--- src/rtl/evt_timer_pkg.sv ---
package evt_timer_pkg;
    localparam int N_PER = 2;
    localparam int N_ALM = 2;
    localparam int N_EVT = 1 + N_PER + N_ALM;
    localparam int AW    = 3;
    localparam int DW    = 32;

    localparam logic [AW-1:0] A_CTRL  = 3'd0;
    localparam logic [AW-1:0] A_STAT  = 3'd1;
    localparam logic [AW-1:0] A_MASK  = 3'd2;
    localparam logic [AW-1:0] A_TAP0  = 3'd3;
    localparam logic [AW-1:0] A_TAP1  = 3'd4;
    localparam logic [AW-1:0] A_ALM0  = 3'd5;
    localparam logic [AW-1:0] A_ALM1  = 3'd6;
    localparam logic [AW-1:0] A_COUNT = 3'd7;

    localparam int B_EN  = 0;
    localparam int B_CA0 = 1;
    localparam int B_SRC = 3;
    localparam int CTRL_W = 4;

    typedef enum logic [1:0] {
        SY_IDLE,
        SY_HOLD1,
        SY_HOLD2,
        SY_HOLD3
    } sync_state_t;
endpackage

--- src/rtl/evt_timer_sync.sv ---
module evt_timer_sync
    import evt_timer_pkg::*;
#(
    parameter int CNT_W = 32,
    parameter int SEL_W = 4
) (
    input  logic                           clk,
    input  logic                           rst_n,
    input  logic                           req,
    input  logic [1:0]                     req_idx,
    input  logic [CNT_W-1:0]               req_data,
    output logic                           busy,
    output logic [N_PER-1:0][SEL_W-1:0]    sel_act,
    output logic [N_ALM-1:0][CNT_W-1:0]    alm_act
);
    sync_state_t      state, state_nx;
    logic [1:0]       pend_idx;
    logic [CNT_W-1:0] pend_data;

    // next-state decision
    always_comb begin
        state_nx = state;
        unique case (state)
            SY_IDLE:  state_nx = req ? SY_HOLD1 : SY_IDLE;
            SY_HOLD1: state_nx = SY_HOLD2;
            SY_HOLD2: state_nx = SY_HOLD3;
            SY_HOLD3: state_nx = SY_IDLE;
        endcase
    end

    // state register
    always_ff @(posedge clk or negedge rst_n) begin
        if (!rst_n) state <= SY_IDLE;
        else        state <= state_nx;
    end

    // outputs: capture on accept, commit on leaving the last hold state
    always_ff @(posedge clk or negedge rst_n) begin
        if (!rst_n) begin
            pend_idx  <= '0;
            pend_data <= '0;
            sel_act   <= '0;
            alm_act   <= '0;
        end else begin
            if (state == SY_IDLE && req) begin
                pend_idx  <= req_idx;
                pend_data <= req_data;
            end
            if (state == SY_HOLD3) begin
                for (int i = 0; i < N_PER; i++)
                    if (pend_idx == 2'(i)) sel_act[i] <= pend_data[SEL_W-1:0];
                for (int j = 0; j < N_ALM; j++)
                    if (pend_idx == 2'(N_PER + j)) alm_act[j] <= pend_data;
            end
        end
    end

    assign busy = (state != SY_IDLE);

    p_busy_after_req_r9: assert property (@(posedge clk) disable iff (!rst_n)
        (req && !busy) |=> busy);
    p_busy_holds_r9: assert property (@(posedge clk) disable iff (!rst_n)
        $rose(busy) |=> busy);
    p_cfg_only_on_commit_r10: assert property (@(posedge clk) disable iff (!rst_n)
        (state != SY_HOLD3) |=> ($stable(sel_act) && $stable(alm_act)));
endmodule

--- src/rtl/evt_timer_core.sv ---
module evt_timer_core
    import evt_timer_pkg::*;
#(
    parameter int CNT_W   = 32,
    parameter int PSC_W   = 16,
    parameter int SEL_W   = 4,
    parameter int CNT_TAP = 0
) (
    input  logic                        clk,
    input  logic                        rst_n,
    input  logic                        en,
    input  logic                        tick,
    input  logic [N_ALM-1:0]            clr_on_alm,
    input  logic [N_PER-1:0][SEL_W-1:0] sel_act,
    input  logic [N_ALM-1:0][CNT_W-1:0] alm_act,
    output logic [CNT_W-1:0]            cnt,
    output logic                        ev_ovf,
    output logic [N_PER-1:0]            ev_per,
    output logic [N_ALM-1:0]            ev_alm
);
    logic [PSC_W-1:0] psc, psc_nx;
    logic [CNT_W-1:0] cnt_inc;
    logic             adv, step, wrap, clr;

    assign adv     = en && tick;
    assign psc_nx  = psc + 1'b1;
    assign step    = adv && !psc[CNT_TAP] && psc_nx[CNT_TAP];
    assign cnt_inc = cnt + 1'b1;

    for (genvar i = 0; i < N_PER; i++) begin : g_per
        assign ev_per[i] = adv && !psc[sel_act[i]] && psc_nx[sel_act[i]];
    end

    for (genvar j = 0; j < N_ALM; j++) begin : g_alm
        assign ev_alm[j] = step && (cnt_inc == alm_act[j]);
    end

    assign wrap   = step && (&cnt);
    assign clr    = |(ev_alm & clr_on_alm);
    assign ev_ovf = wrap || clr;

    always_ff @(posedge clk or negedge rst_n) begin
        if (!rst_n) begin
            psc <= '0;
            cnt <= '0;
        end else begin
            if (adv)  psc <= psc_nx;
            if (step) cnt <= clr ? '0 : cnt_inc;
        end
    end

    p_psc_frozen_r2: assert property (@(posedge clk) disable iff (!rst_n)
        !en |=> $stable(psc));
    p_cnt_wrap_r3: assert property (@(posedge clk) disable iff (!rst_n)
        (step && (&cnt)) |=> (cnt == '0));
    p_cnt_clear_r6: assert property (@(posedge clk) disable iff (!rst_n)
        (step && clr) |=> (cnt == '0));
endmodule

--- src/rtl/evt_timer.sv ---
module evt_timer
    import evt_timer_pkg::*;
#(
    parameter int CNT_W   = 32,
    parameter int PSC_W   = 16,
    parameter int CNT_TAP = 0
) (
    input  logic          clk,
    input  logic          rst_n,
    input  logic [1:0]    src_tick,
    input  logic          wr_en,
    input  logic [2:0]    wr_addr,
    input  logic [31:0]   wr_data,
    input  logic [2:0]    rd_addr,
    output logic [31:0]   rd_data,
    output logic          irq,
    output logic          evt_ovf,
    output logic [1:0]    evt_per,
    output logic [1:0]    evt_alm
);
    localparam int SEL_W = $clog2(PSC_W);

    logic [CTRL_W-1:0]           ctrl_q;
    logic [N_EVT-1:0]            mask_q, stat_q, evt_q, ev_vec, clr_mask;
    logic                        tick, busy, req;
    logic [1:0]                  req_idx;
    logic [N_PER-1:0][SEL_W-1:0] sel_act;
    logic [N_ALM-1:0][CNT_W-1:0] alm_act;
    logic [CNT_W-1:0]            cnt;
    logic                        ev_ovf;
    logic [N_PER-1:0]            ev_per;
    logic [N_ALM-1:0]            ev_alm;

    assign tick    = ctrl_q[B_SRC] ? src_tick[1] : src_tick[0];
    assign req     = wr_en && (wr_addr >= A_TAP0) && (wr_addr <= A_ALM1);
    assign req_idx = 2'(wr_addr - A_TAP0);

    evt_timer_sync #(.CNT_W(CNT_W), .SEL_W(SEL_W)) u_sync (
        .clk      (clk),
        .rst_n    (rst_n),
        .req      (req),
        .req_idx  (req_idx),
        .req_data (wr_data[CNT_W-1:0]),
        .busy     (busy),
        .sel_act  (sel_act),
        .alm_act  (alm_act)
    );

    evt_timer_core #(.CNT_W(CNT_W), .PSC_W(PSC_W), .SEL_W(SEL_W),
                     .CNT_TAP(CNT_TAP)) u_core (
        .clk        (clk),
        .rst_n      (rst_n),
        .en         (ctrl_q[B_EN]),
        .tick       (tick),
        .clr_on_alm (ctrl_q[B_CA0 +: N_ALM]),
        .sel_act    (sel_act),
        .alm_act    (alm_act),
        .cnt        (cnt),
        .ev_ovf     (ev_ovf),
        .ev_per     (ev_per),
        .ev_alm     (ev_alm)
    );

    assign ev_vec   = {ev_alm, ev_per, ev_ovf};
    assign clr_mask = (wr_en && wr_addr == A_STAT) ? wr_data[N_EVT-1:0] : '0;

    always_ff @(posedge clk or negedge rst_n) begin
        if (!rst_n) begin
            ctrl_q <= '0;
            mask_q <= '0;
            stat_q <= '0;
            evt_q  <= '0;
        end else begin
            if (wr_en && wr_addr == A_CTRL) ctrl_q <= wr_data[CTRL_W-1:0];
            if (wr_en && wr_addr == A_MASK) mask_q <= wr_data[N_EVT-1:0];
            stat_q <= (stat_q & ~clr_mask) | ev_vec;
            evt_q  <= ev_vec;
        end
    end

    always_comb begin
        rd_data = '0;
        unique case (rd_addr)
            A_CTRL:  rd_data = 32'(ctrl_q);
            A_STAT:  rd_data = 32'({busy, stat_q});
            A_MASK:  rd_data = 32'(mask_q);
            A_TAP0:  rd_data = 32'(sel_act[0]);
            A_TAP1:  rd_data = 32'(sel_act[1]);
            A_ALM0:  rd_data = 32'(alm_act[0]);
            A_ALM1:  rd_data = 32'(alm_act[1]);
            A_COUNT: rd_data = 32'(cnt);
        endcase
    end

    assign irq     = |(stat_q & mask_q);
    assign evt_ovf = evt_q[0];
    assign evt_per = evt_q[1 +: N_PER];
    assign evt_alm = evt_q[1 + N_PER +: N_ALM];

    p_status_sticky_r8: assert property (@(posedge clk) disable iff (!rst_n)
        (clr_mask == '0) |=> ((stat_q & $past(stat_q)) == $past(stat_q)));
    p_pulse_has_status_r7: assert property (@(posedge clk) disable iff (!rst_n)
        ((evt_q & ~stat_q) == '0));
    p_pulse_single_r11: assert property (@(posedge clk) disable iff (!rst_n)
        (evt_q != '0) |=> ((evt_q & $past(evt_q)) == '0));
endmodule

--- config.mk ---
export PLATFORM = sky130hd
export DESIGN_NAME = evt_timer
export DESIGN_NICKNAME = d
export VERILOG_FILES = /design/src/rtl/evt_timer_pkg.sv /design/src/rtl/evt_timer_sync.sv /design/src/rtl/evt_timer_core.sv /design/src/rtl/evt_timer.sv
export SDC_FILE = /design/constraint.sdc
export NUM_CORES = 1
export LEC_CHECK = 0
export ABC_AREA = 1
export BUFFER_PORTS_ARGS = -buffer_cell sky130_fd_sc_hd__buf_2
export CAP_MARGIN = 25
export CORE_ASPECT_RATIO = 1.25
export CORE_MARGIN = 5
export CORE_UTILIZATION = 56
export CTS_CLUSTER_DIAMETER = 30
export DETAILED_ROUTE_END_ITERATION = 8
export GPL_TIMING_DRIVEN = 0
export PLACE_DENSITY_LB_ADDON = 0.3
export SYNTH_ARGS = -nofsm -noshare
export SYNTH_HDL_FRONTEND = slang
export SYNTH_HIERARCHICAL = 1
export SYNTH_SLANG_ARGS = --single-unit
--- constraint.sdc ---
create_clock -name clk -period 2.41 [get_ports clk]
set_clock_uncertainty 0.15 [all_clocks]
set_input_delay 0.482 -clock clk [delete_from_list [all_inputs] [get_ports clk]]
set_output_delay 0.482 -clock clk [all_outputs]
set_load 0.05 [all_outputs]
# == After elaboration in Yosys (flattened, before gate mapping) ==
# Cells that the tools add are included.
# word_totals
register_bits,175
in_bits,43
output_inout_bits,38
elab_cells,88
# classes
add_sub_neg,3
magnitude_cmp,4
eq_ne,17
n_mux,14
bitwise,5
n_reduce_logical,32
# ops
operator,n
$pmux 32 s8,1
$eq 32x32->1,2
$add 32x1->32 const B,1
$mux 32,1
$reduce_and 32->1,1
$add 16x1->16 const B,1
$bmux 1 s4,4
$logic_and 1x1->1,16
$eq 3x3->1 const B,4
$and 5x5->5,2
$lt 4x5->1 const B,2
$eq 3x2->1 const B,3
$eq 2x2->1 const B,4
$pmux 2 s4,1
$reduce_and 2->1,4
$eq 3x1->1 const B,2
$logic_not 3->1,2
$mux 1,6
$mux 5,1
$not 5->5,1
$or 5x5->5,1
$reduce_or 5->1,1
$eq 2x1->1 const B,2
$logic_not 2->1,2
other kinds (8),10

# == Logic depth before layout (Yosys ltp) ==
# depth
word_depth,9
mapped_depth,19
ltp_nobuf,18

# == Hierarchy ==
# Netlist, hierarchy kept.
# modules_own_cells
mod,instances,cells_per_inst,area_each_um2,seq_area_each_um2
evt_timer_core,1,956,5515.3,1201.2
evt_timer_sync,1,481,4400.5,2702.6
evt_timer,1,281,1682.9,475.5

# == Least setup slack after synthesis ==
# OpenSTA, ideal clock, no wires.
# synth_timing
path_type,register to register
from,register u_core.cnt[0]
to,register stat_q[0]
setup_ps,65
t_arrival_ps,2328
t_required_ps,2195
setup_slack_ps,-132
stages_incl_launch_ff,19
path_buffers,1
synth_period_minus_slack_ps,2542
cell_sequence,dfrtp_1 -> ha_1 -> nand2_2 -> nor2_8 -> nand2_1 -> nor2_4 -> nand2_1 -> nand2_1 -> nand2_1 -> nand2_1 -> nand2_1 -> nor2_1 -> nand2_1 -> nor2_2 -> nand4_4 -> buf_6 -> o211ai_1 -> inv_1 -> nand2_1
# synth_between
elab_chain_len,7
elab_cells_between_ends,11
cone_classes,1 x add/sub; 2 x eq/ne; 2 x bitwise; 6 x reduce/logical
# synth_lines
element,line_no,text
start: declaration,evt_timer_core.sv:16,"output logic [CNT_W-1:0] cnt,"
start signal: assignment,evt_timer_core.sv:48,if (step) cnt <= clr ? '0 : cnt_inc;
$add 32x1->32,evt_timer_core.sv:28,assign cnt_inc = cnt + 1'b1;
$eq 32x32->1,evt_timer_core.sv:35,assign ev_alm[j] = step && (cnt_inc == alm_act[j]);
$logic_and 1x1->1,evt_timer_core.sv:35,
$and 2x2->2,evt_timer_core.sv:39,assign clr = |(ev_alm & clr_on_alm);
$reduce_or 2->1,evt_timer_core.sv:39,
$logic_or 1x1->1 *,evt_timer_core.sv:40,assign ev_ovf = wrap || clr;
named net ev_ovf,evt_timer.sv:30,logic ev_ovf;
$or 5x5->5 *,evt_timer.sv:76,stat_q <= (stat_q & ~clr_mask) | ev_vec;
end signal: assignment,evt_timer.sv:76,
end: declaration,evt_timer.sv:24,"logic [N_EVT-1:0] mask_q, stat_q, evt_q, ev_vec, clr_mask;"
# The timed path passes the listed nets; every way through them passes the cells marked *.
# A chain may end at the register's enable or synchronous reset.

# == Final worst setup path ==
# layout_timing
from,register u_core.cnt[0]
to,register u_core.cnt[20]
# layout_between
elab_chain_len,6
elab_cells_between_ends,8
cone_classes,1 x add/sub; 2 x eq/ne; 1 x mux; 1 x bitwise; 3 x reduce/logical
# layout_lines
element,line_no
$add 32x1->32 *,evt_timer_core.sv:28
$eq 32x32->1,evt_timer_core.sv:35
$logic_and 1x1->1,evt_timer_core.sv:35
$and 2x2->2,evt_timer_core.sv:39
$reduce_or 2->1,evt_timer_core.sv:39
$mux 32 *,evt_timer_core.sv:48
# Mark *: on every way between the ends. The rest lies on a longest branch, timed or not.

==> results.cfg <==
[global_route]
grt_util_all_layers_pct = 32.2
grt_first_pass_wirelength_microns = 60700
grt_start_max_net_pins = 91
antenna_found_initial = 0
grt-ovfl-total = 0
grt_pass1_vias = 11600

[worst_setup_path]
worst_ep_required_time_ns = 2.58
worst_setup_path_start_kind = flip-flop
reg2regPathDepth = 18
reg2reg_setup_slack_ns = -0.43
critical_path.startpoint = u_core/cnt[0]
critical_path.reg2reg.endpoint = u_core/cnt[20]
worst_r2r_startpoint = u_core/cnt[0]
data_arrival_time_of_the_critical_path_ns = 3.01
crit_type = flip-flop to flip-flop
crit_fanout = 10
critPathCaptureType = flip-flop

[floorplanning]
height_of_the_die_microns = 171
core.rowCount = 58
die_x_microns = 139
start_util_pct = 57.3
ioPinCount = 81
placeableCoreArea_sq_mm = 0.0202
die_area_sq_mm = 0.0237

[logic_synthesis]
muxShareOfSynthArea_pct = 0.183
synthArstFlopShare_pct = 100
yosysUniqueCellTypes = 43
synth_fa_ha_area_share_pct = 1.08
synth.yosys.seq_area_share_pct = 37.8
yosysTopAreaCell = sky130_fd_sc_hd__dfrtp_1
synth_area_sq_mm = 0.0116
syn-mean-instance-area_sq_um = 6.75
ys_ff_latch = 175
synth-compound-area-share_pct = 4.43
synthesis_warning_total = 6
most_frequent_cell_after_synthesis = sky130_fd_sc_hd__nand2_1
post_synth_main_area_contributors = sky130_fd_sc_hd__dfrtp_1 (38%), sky130_fd_sc_hd__nand2_1 (22%), sky130_fd_sc_hd__nand3_1 (7.4%)
number_of_enable_type_register_cells_in_the_synthesized_netlist = 0
synth_area_in_simple_gates_pct = 47.5
ys_dominant_reg_cell = sky130_fd_sc_hd__dfrtp_1
netlist_top_cells_count = sky130_fd_sc_hd__nand2_1 (689), sky130_fd_sc_hd__dfrtp_1 (175), sky130_fd_sc_hd__nand3_1 (171)
synth_top_cell_area_share_pct = 37.8
synthesis.nets = 1771
syn-instance-count = 1718
synth_top_family_by_area = simple AND/OR/NAND/NOR gates
synth-xor-area-share_pct = 1.36

[sta]
timing_worst_slew_pin_value_ns = 0.694
maxClockFrequency_mhz = 352
setup_repair_after_global_routing_missed_its_margin = true
setup_slack_ns = -0.431
finalHoldViolations = 0
slew_viol_final = 0
slew-limit-headroom_pct = 53.7
finalSetupViolations = 38
timing.final.crit_period_ns = 2.84
timing.hold.ws_ns = 0.129
fin_crit_sh_pct = 118

[clocking]
clock_insertion_delay_worst_skew_ns = 0.43
ctsHtreeMaxLevel = 4
cts_num_sinks = 175
cts.clk_slew.worst_paths_ns = 0.08
ctsRootBufferMaster = sky130_fd_sc_hd__clkbuf_16
tritoncts.num_buffers = 17
ctsLongestPathBuffers = 2
cts_tree = done

[finish]
finalNetCount = 1923
area.growth.synth_to_final_pct = 21.3
number_of_antenna_repair_diodes = 0
utilization_pct = 69.5
layout_cells_sized_above_1_pct = 21.0
design_area_sq_mm = 0.0141

[worst_hold_path]
min_delay_path_depth = 3
min_delay_worst_endpoint = u_sync/pend_data[16]
worstHoldStart = wr_data[16]
kind_of_path_behind_the_tightest_hold_check = input port to flip-flop

[job]
max-cap-violations = 0

[power]
worst_ir_drop_vdd_v = 0.000594
total_power_mw = 13.2
p_leak_nw = 7.00
power.density_mw_per_mm2 = 936

[route]
wirelength_microns = 39800
num_vias = 12700
drtIter0Drc = 1508
viasPerCell = 5.91
drt_drc_violations_left = 0
routed_antenna_nets = 0
detail_route.wl_per_cell_microns = 18.5
detailedRoute.firstPassIterationCount = 5

[placed_design]
io_buffers = 78
post-dp-hpwl_microns = 28600
gpl.final_weighted_congestion = 1.00
detailed_place.area_sq_mm = 0.0124

[outcome]
failing_checks = setup timing
status = complete, but fails checks
[cells by family (layout without fill, tap and decap cells)]
family,Yosys count,in the layout
muxes,2,2
adders and majority gates,10,10
AOI/OAI and AO/OA,97,97
xor gates and xnor gates,18,18
DFF,175,175
buffers and inverters,207,372
and+or+nand+nor,1209,1209
[metal layers]
| layer | part of all wire [%] | wire (microns) | GRT usage (%) |
|---|---|---|---|
| met4 | 5.5 | 2200 | 16.3 |
| met2 | 46 | 18500 | 53.0 |
| met1 | 39 | 15400 | 42.0 |
| met5 | 0 | 0 | 0 |
| met3 | 9.1 | 3640 | 4.58 |
[worst max-delay path by stage]
stage                endpoint  slack, ns  cells after the start
6_report       u_core/cnt[20]      -0.43                     18
2_1_floorplan       stat_q[0]      0.005                     18
3_3_place_gp    u_core/cnt[0]      -2.29                      1
3_5_place_dp        stat_q[0]      -0.78                     15
5_1_grt        u_core/cnt[20]      -0.54                     18
4_1_cts             stat_q[0]      -0.34                     18
[report_power, final]
| group | internal (mW) | switching [mW] | total, mW |
|---|---|---|---|
| Sequential | 3.88 | 1.34 | 5.23 |
| Combinational | 1.74 | 3.37 | 5.12 |
| Clock | 1.56 | 1.27 | 2.82 |
[worst max-delay path, cell delays in order, from the launching register on]
cell	delay, ns
sky130_fd_sc_hd__dfrtp_2	0.42
sky130_fd_sc_hd__ha_4	0.16
sky130_fd_sc_hd__nand2_4	0.07
sky130_fd_sc_hd__nor2_8	0.19
sky130_fd_sc_hd__nand2_8	0.10
sky130_fd_sc_hd__nor2_4	0.24
sky130_fd_sc_hd__nand2_2	0.11
sky130_fd_sc_hd__nand2_4	0.09
sky130_fd_sc_hd__nand2_2	0.04
sky130_fd_sc_hd__nand2_1	0.06
sky130_fd_sc_hd__nand2_1	0.07
sky130_fd_sc_hd__nor2_2	0.18
sky130_fd_sc_hd__nand2_2	0.10
sky130_fd_sc_hd__nor2_4	0.16
sky130_fd_sc_hd__nand4_4	0.11
sky130_fd_sc_hd__buf_6	0.17
sky130_fd_sc_hd__buf_12	0.15
sky130_fd_sc_hd__nand3_2	0.08
sky130_fd_sc_hd__nand2_2	0.06
[layout make-up]
class | count | area (sq um)
timing repair buffer | 135 | 953
clock buffer | 19 | 433
fill | 1676 | 6170
multi-input combinational | 1336 | 6820
buffer | 74 | 460
tap | 270 | 338
inverter | 131 | 508
clock inverter | 13 | 155
sequential | 175 | 4410
[through the flow]
stage / setup TNS, ns / setup slack [ns] / cells
6_report: -13.44 / -0.431 / 2153
5_1_grt: -17.89 / -0.540 / 2153
4_1_cts: -9.55 / -0.340 / 2133
3_5_place_dp: -24.71 / -0.778 / 2067
3_3_place_gp: -370.92 / -2.29 / 2066
2_1_floorplan: 0 / 0.00536 / 1718
[repair_timing]
action | in CTS | in global routing
hold endpoints to repair | 85 | 0
gates resized for setup | 99 | 103
endpoints found under the setup margin | 68 | 70
pin swaps | 22 | 55
gates cloned | 1 | 0
buffers inserted | 34 | 21
hold buffers | 1 | 0
[registers in the layout, indices dropped and copies added, names as in the netlist]
name              cells
u_sync/alm_act       64
u_core/cnt           32
u_sync/pend_data     32
u_core/psc           16
u_sync/sel_act        8
evt_q                 5
mask_q                5
stat_q                5
ctrl_q                4
u_sync/pend_idx       2
u_sync/state          2
[placed cells by master (no fill, tap or decap), types with 6 or more instances in the layout]
cell                        count
sky130_fd_sc_hd__ha_1           8
sky130_fd_sc_hd__nand3_4        6
sky130_fd_sc_hd__dfrtp_1      150
sky130_fd_sc_hd__clkbuf_1      28
sky130_fd_sc_hd__nor2_4        22
sky130_fd_sc_hd__o21ai_0       56
sky130_fd_sc_hd__nor2_1       118
sky130_fd_sc_hd__buf_4         57
sky130_fd_sc_hd__nand2_4       11
sky130_fd_sc_hd__inv_2          9
sky130_fd_sc_hd__inv_1        116
sky130_fd_sc_hd__a21oi_1       23
sky130_fd_sc_hd__buf_2         91
sky130_fd_sc_hd__buf_6         15
sky130_fd_sc_hd__nand3b_1      26
sky130_fd_sc_hd__nand4_1      104
sky130_fd_sc_hd__dfrtp_2       25
sky130_fd_sc_hd__o21ai_1        6
sky130_fd_sc_hd__nand2_2       33
sky130_fd_sc_hd__nor2_2        19
sky130_fd_sc_hd__xor2_1        13
sky130_fd_sc_hd__nand3_2       37
sky130_fd_sc_hd__inv_6          7
sky130_fd_sc_hd__clkbuf_16     17
sky130_fd_sc_hd__nand2_1      655
sky130_fd_sc_hd__nand3_1      157
No activity file was read; power rests on OpenSTA's default activity.
